===== src/rtl/ata_taskfile.sv =====
module ata_taskfile #(
  parameter bit DEV_ID = 1'b0,
  parameter int DW     = 16
) (
  input  logic          clk,
  input  logic          rst_n,
  input  logic          host_cs_cmd,
  input  logic          host_cs_ctl,
  input  logic [2:0]    host_addr,
  input  logic          host_wr,
  input  logic          host_rd,
  input  logic [DW-1:0] host_wdata,
  output logic [DW-1:0] host_rdata,
  output logic          host_rdata_en,
  output logic          intrq,
  output logic          cmd_valid,
  output logic [7:0]    cmd_code,
  output logic [7:0]    cmd_features,
  input  logic          fin_valid,
  input  logic          fin_drq,
  input  logic          fin_err,
  input  logic [7:0]    fin_code
);
  localparam int PAD = DW - 8;
  localparam logic [2:0] A_STAT = 3'd7;
  localparam logic [2:0] A_DEVH = 3'd6;
  localparam logic [7:0] DIAG_OK = 8'h01;

  logic [DW-1:0] data_q;
  logic [7:0] err_q, feat_q, cnt_q, num_q, cyl_lo_q, cyl_hi_q, devh_q, code_q;
  logic bsy, drq, errb, pend, nien, cmdv;

  wire in_cmd = host_cs_cmd & ~host_cs_ctl;
  wire in_ctl = host_cs_ctl & ~host_cs_cmd & (host_addr == A_DEVH);
  wire sel    = (devh_q[4] == DEV_ID);
  wire go     = host_wr & in_cmd & (host_addr == A_STAT) & sel;
  wire tf_wr  = host_wr & in_cmd & (host_addr != A_STAT) & ~bsy;
  wire rd_st  = host_rd & in_cmd & (host_addr == A_STAT) & sel;
  wire rd_alt = host_rd & in_ctl & sel;
  wire [7:0] status = {bsy, 1'b1, 2'b00, drq, 2'b00, errb};

  always_ff @(posedge clk) begin
    if (!rst_n) begin
      data_q <= '0; err_q <= DIAG_OK; feat_q <= '0; cnt_q <= '0; num_q <= '0;
      cyl_lo_q <= '0; cyl_hi_q <= '0; devh_q <= '0; code_q <= '0;
      bsy <= 1'b0; drq <= 1'b0; errb <= 1'b0; pend <= 1'b0; nien <= 1'b0; cmdv <= 1'b0;
    end else begin
      cmdv <= 1'b0;
      if (rd_st) pend <= 1'b0;
      if (fin_valid) begin
        bsy <= 1'b0; drq <= fin_drq; errb <= fin_err; err_q <= fin_code; pend <= 1'b1;
      end
      if (host_wr && in_ctl) nien <= host_wdata[1];
      if (tf_wr) begin
        case (host_addr)
          3'd0: data_q   <= host_wdata;
          3'd1: feat_q   <= host_wdata[7:0];
          3'd2: cnt_q    <= host_wdata[7:0];
          3'd3: num_q    <= host_wdata[7:0];
          3'd4: cyl_lo_q <= host_wdata[7:0];
          3'd5: cyl_hi_q <= host_wdata[7:0];
          default: devh_q <= host_wdata[7:0];
        endcase
      end
      if (go) begin
        bsy <= 1'b1; drq <= 1'b0; errb <= 1'b0; pend <= 1'b0;
        cmdv <= 1'b1; code_q <= host_wdata[7:0];
      end
    end
  end

  logic [7:0] rd8;
  always_comb begin
    rd8 = status;
    if (in_cmd) begin
      case (host_addr)
        3'd1: rd8 = err_q;
        3'd2: rd8 = cnt_q;
        3'd3: rd8 = num_q;
        3'd4: rd8 = cyl_lo_q;
        3'd5: rd8 = cyl_hi_q;
        3'd6: rd8 = devh_q;
        default: rd8 = status;
      endcase
    end
  end

  assign host_rdata    = (in_cmd && host_addr == 3'd0) ? data_q : {{PAD{1'b0}}, rd8};
  assign host_rdata_en = host_rd & sel & (in_cmd | in_ctl);
  assign intrq         = pend & ~nien & sel;
  assign cmd_valid     = cmdv;
  assign cmd_code      = code_q;
  assign cmd_features  = feat_q;

  assert_cmd_sets_busy_R4: assert property (@(posedge clk) disable iff (!rst_n)
    go |=> (cmd_valid && status[7] && !status[3] && !status[0]));
  assert_busy_blocks_write_R5: assert property (@(posedge clk) disable iff (!rst_n)
    (bsy && host_wr && in_cmd && host_addr == 3'd2) |=> $stable(cnt_q));
  assert_status_read_clears_R7: assert property (@(posedge clk) disable iff (!rst_n)
    (rd_st && !fin_valid) |=> !intrq);
  assert_alt_read_keeps_R7: assert property (@(posedge clk) disable iff (!rst_n)
    (rd_alt && !fin_valid && !go) |=> (pend == $past(pend)));
  assert_finish_raises_R6: assert property (@(posedge clk) disable iff (!rst_n)
    (fin_valid && !go) |=> (!status[7] && pend));
  assert_unselected_quiet_R9: assert property (@(posedge clk) disable iff (!rst_n)
    !sel |-> (!intrq && !host_rdata_en));
endmodule


===== config.mk =====
export PLATFORM = sky130hd
export DESIGN_NAME = ata_taskfile
export DESIGN_NICKNAME = d
export VERILOG_FILES = /design/src/rtl/ata_taskfile.sv
export SDC_FILE = /design/constraint.sdc
export NUM_CORES = 1
export LEC_CHECK = 0
export BUFFER_PORTS_ARGS = -buffer_cell sky130_fd_sc_hd__buf_2
export CAP_MARGIN = 25
export CORE_MARGIN = 4
export CORE_UTILIZATION = 29
export CTS_CLUSTER_SIZE = 25
export DETAILED_ROUTE_END_ITERATION = 12
export PLACE_DENSITY = 0.48
export SYNTH_ARGS = -nofsm -noshare
export SYNTH_HDL_FRONTEND = slang
export SYNTH_SLANG_ARGS = --single-unit

===== constraint.sdc =====
create_clock -name clk -period 1.98 [get_ports clk]
set_input_delay 0.396 -clock clk [delete_from_list [all_inputs] [get_ports clk]]
set_output_delay 0.396 -clock clk [all_outputs]
set_load 0.005 [all_outputs]

# After elaboration in Yosys (flattened, before gate mapping)
# Index checks and enable logic that the tools add are counted.
# totals
regBits	86
word_cells	68
# classes
n_mux	8
n_reduce_logical	14
eq_ne	8
n_bitwise	23
# op_table
cell	count
8-bit one-hot mux with 6 select lines	1
16-bit two-way mux	1
1-bit bitwise AND	15
2-bit AND reduction	7
3-bit equality test (second input constant)	4
8-bit two-way mux	1
1-bit inverter	7
3-bit by 2-bit equality test with 1-bit output (second input constant)	2
6-bit OR reduction	1
1-bit two-way mux	5
2-bit nonzero test	2
3-bit by 1-bit equality test with 1-bit output (second input constant)	1
3-bit zero test	1
3-bit != test (second input constant)	1
1-bit logical AND	2
2-bit OR reduction	1
1-bit OR	1

# Logic depth before layout (Yosys ltp)
# depth
depth_word	7
mapped_depth	7
depth_no_buf	4

# Least setup slack after synthesis
# Ideal clock, no wire load.
# synth_path
path_kind	input to output
startpoint	in host_addr[2]
endpoint	out host_rdata[4]
stages	4
t_required_ps	1584
arrival_ps	1488
path_slack_ps	96
path_buffers	1
cell_sequence	buf_2 -> mux2_1 -> a221o_1 -> a32o_1
# synth_via
elab_chain_cells	4
word_cells_on_any_way	11
classes_between	eq/ne (6); mux (3); reduce/logical (2)
# synth_lines
item	line	text
start: declaration	9	input logic [2:0] host_addr,
3-bit equality test (tied with other cells)	76	case (host_addr)
8-bit one-hot mux with 6 select lines	76	
8-bit two-way mux	75	if (in_cmd) begin
16-bit two-way mux (*)	88	assign host_rdata = (in_cmd && host_addr == 3'd0) ? data_q : {{PAD{1'b0}}, rd8};
end: declaration	13	output logic [DW-1:0] host_rdata,
# Mark *: on every way between the ends. The rest lies on a longest branch, timed or not.

# Worst setup path in the final report
# layout_path
startpoint	reg cyl_lo_q[1]
endpoint	out host_rdata[1]
# layout_via
elab_chain_cells	3
# layout_lines
item	line	text
start: declaration	30	logic [7:0] err_q, feat_q, cnt_q, num_q, cyl_lo_q, cyl_hi_q, devh_q, code_q;
start signal: assignment	60	3'd4: cyl_lo_q <= host_wdata[7:0];
8-bit one-hot mux with 6 select lines	76	
8-bit two-way mux	75	
16-bit two-way mux	88	
# No other way between the ends.

==> run_results.csv <==
group,metric,value,unit
clock_network,insertion_delay,340,ps
routing,drt_iter0_drc,123,
sta,rsz0062_at_grt,"yes",
min_path,hp-class,"in2reg",
floorplanning,ios,71,
synth,synth_area,0.00379,sq mm
flow_run,drv_cap,0,
global_route,grt_pass1_wl,16100,um
outcome,outcome,"finished with violations",
final_layout,area_delta_synth_final,31.8,%
critical_path,cp-start-kind,"register",
synth,syn_nets,431,
critical_path,arrival,1600,ps
critical_path,rr_worst_depth,6,
floorplanning,die_w,122,um
place,gp_congestion,0.862,
sta,hold_viol,0,
critical_path,endpoint,"host_rdata[1]",
synth,synth.area.top_cells,"dfxtp_1 (45%), mux2i_1 (23%), nor2_1 (9.4%), nor2b_1 (1.6%), clkbuf_1 (1.6%)",
outcome,violations,"setup timing",
critical_path,regToRegEndpoint,"num_q[5]$_SDFFE_PN0P_",
synth,async_flop_share,0,%
final_layout,antennaDiodeCount,0,
clock_network,ctsHtreeMaxLevel,3,
clock_network,root_buffer,"clkbuf_16",
final_layout,final_common_cell,"nor2_1",
floorplanning,die_h,122,um
place,place_hpwl,7440,um
synth,avgSynthCellArea,9.61,sq um
global_route,antenna_found_initial,0,
routing,num_vias,3085,
clock_network,cts-buffers-inserted,9,
critical_path,reg2reg_from,"bsy$_SDFFE_PN0P_",
critical_path,slowest_delay,320,ps
final_layout,nNetsFinal,520,
synth,synthCells,395,
sta,finalMaxSlewViolations,0,
clock_network,cts_tree,"yes",
floorplanning,core_area,0.0127,sq mm
global_route,grt_overflow,0,
clock_network,cts_hold_buf,0,
routing,wl_per_cell,15.8,um
sta,skew,7.13,ps
synth,ys_ff_latch,86,
clock_network,clk_pin_slew_worst_paths,60,ps
global_route,grt_max_degree,83,
power,power_leakage,2.29,nW
routing,antenna_left,0,
synth,synth_edf_count,0,
critical_path,startpoint,"cyl_lo_q[1]$_SDFFE_PN0P_",
global_route,grt_pass1_vias,3043,
place,port_buffers,70,
sta,slew_headroom,72.9,%
power,p_per_area,772,mW/mm^2
synth,synth_area_leader_cell,"dfxtp_1",
critical_path,reg2reg_slack,350,ps
sta,fin_crit,2000,ps
critical_path,worstPathMaxFanout,2,
sta,fin_crit_sh,101,%
sta,tns,-17.9,ps
synth,yosysSeqAreaShare,45.4,%
routing,first_pass_iters,4,
floorplanning,rows,41,
synth,synthFlopType,"dfxtp_1",
power,ir_drop,278,uV
final_layout,final_util,39.3,%
clock_network,clk_path_buf_depth,2,
critical_path,cp_slowest_cell,"dfxtp_2",
critical_path,crit_path_end_kind,"output port",
clock_network,clock-sinks,86,
floorplanning,die_area,0.0150,sq mm
synth,synth_warnings,0,
global_route,track_usage,14.1,%
critical_path,criticalPathCategory,"reg2out",
final_layout,layout_common_cells,"nor2_1 (95), mux2i_1 (87), dfxtp_1 (79)",
floorplanning,start_util,29.8,%
routing,wl,10500,um
sta,post-route-worst-setup-slack,-17.9,ps
sta,finalSetupViolCount,1,
synth,synthDistinctLibCells,42,
critical_path,path_cells,"mux2_4 -> a221o_1 -> a32o_2 -> buf_2",
synth,synth_top_area_share,45.4,%
sta,fmax,501,MHz
sta,worst_slew_pin_slew,407,ps
critical_path,critical_path_required,1580,ps
final_layout,drive_gt1_share,32.7,%
routing,drcViolationCount,0,
routing,via_per_inst,4.67,
-- cell families after synthesis --
family | after synthesis | share of synthesized area [%]
simple gates | 141 | 17.4
compound gates | 40 | 8.05
mux | 92 | 24.4
buf+inv | 36 | 4.71
flops | 86 | 45.4
-- report_power, final --
group	leakage [nW]	switching (mW)	internal, mW	total [mW]
Combinational	1.44	0.186	0.167	0.353
Sequential	0.699	0.0172	1.75	1.77
Clock	0.155	0.693	1.05	1.74
-- worst min path at each step --
stage / start / end / slack (ps) / depth (start not counted)
2_1_floorplan: err_q[0]$_SDFFE_PN1P_ / err_q[0]$_SDFFE_PN1P_ / 440 / 2
3_3_place_gp: data_q[12]$_SDFFE_PN0P_ / data_q[12]$_SDFFE_PN0P_ / 470 / 2
3_5_place_dp: data_q[15]$_SDFFE_PN0P_ / data_q[15]$_SDFFE_PN0P_ / 480 / 2
4_1_cts: rst_n / err_q[0]$_SDFFE_PN1P_ / 240 / 2
5_1_grt: rst_n / err_q[0]$_SDFFE_PN1P_ / 260 / 2
6_report: rst_n / err_q[0]$_SDFFE_PN1P_ / 260 / 2
-- flip-flops by register name, indices dropped and copies added, names as in the netlist, 8 cells and up --
name	flops
cmd_code	8
cmd_features	8
cnt_q	8
cyl_hi_q	8
cyl_lo_q	8
data_q	16
devh_q	8
err_q	8
num_q	8
-- metrics by stage --
stage / cells / setup slack, ps / instance area [sq um] / hold WS [ps] / power (mW)
after global routing: 661 / -61.6 / 5000 / 262 / 4.04
final: 661 / -17.9 / 5000 / 256 / 3.86
after CTS: 659 / -35.0 / 4890 / 242 / 3.91
after detailed placement: 643 / -123 / 4530 / 480 / 2.13
after global placement: 643 / -85.8 / 4530 / 467 / 2.13
after floorplan: 395 / 95.7 / 3790 / 440 / 1.99
-- cell usage after synthesis, types with 4 or more instances --
cell type,instances
nor2_1,95
mux2i_1,87
dfxtp_1,86
clkbuf_1,16
buf_2,11
nor2b_1,10
and2_1,8
nand2_1,7
a21oi_1,6
o211ai_1,5
o22ai_1,5
a221o_1,4
a22oi_1,4
a32o_1,4
-- routing by layer --
metal | up-vias | share of wire [%] | global-route usage [%]
met2 | 69 | 46 | 22.3
li1 | 1543 | - | -
met3 | 15 | 5.3 | 2.40
met5 | - | 0 | 0
met1 | 1458 | 47 | 19.2
met4 | 0 | 2.2 | 5.67
-- worst max-delay path, delay by kind of cell, from the launching register on --
family	cells	cell delay [ps]
buffers and inverters	1	130
AOI/OAI and AO/OA	2	550
DFF	1	320
muxes	1	270
-- layout make-up --
class / count / area [sq um]
fillers: 1347 / 7720
flip-flops and latches: 86 / 1730
inverters: 2 / 7.51
clock inverters: 5 / 57.6
multi-input cells: 273 / 1970
well taps: 172 / 215
clock buffers: 11 / 253
repair buffers: 112 / 768
-- repair_timing --
| action | 4_1_cts | 5_1_grt |
|---|---|---|
| endpoints found under the setup margin | 16 | 17 |
| setup buffers | 0 | 1 |
| cloned | 0 | 1 |
| resized for setup | 15 | 23 |
| pin swaps | 8 | 3 |
(Power assumes the default switching activity.)
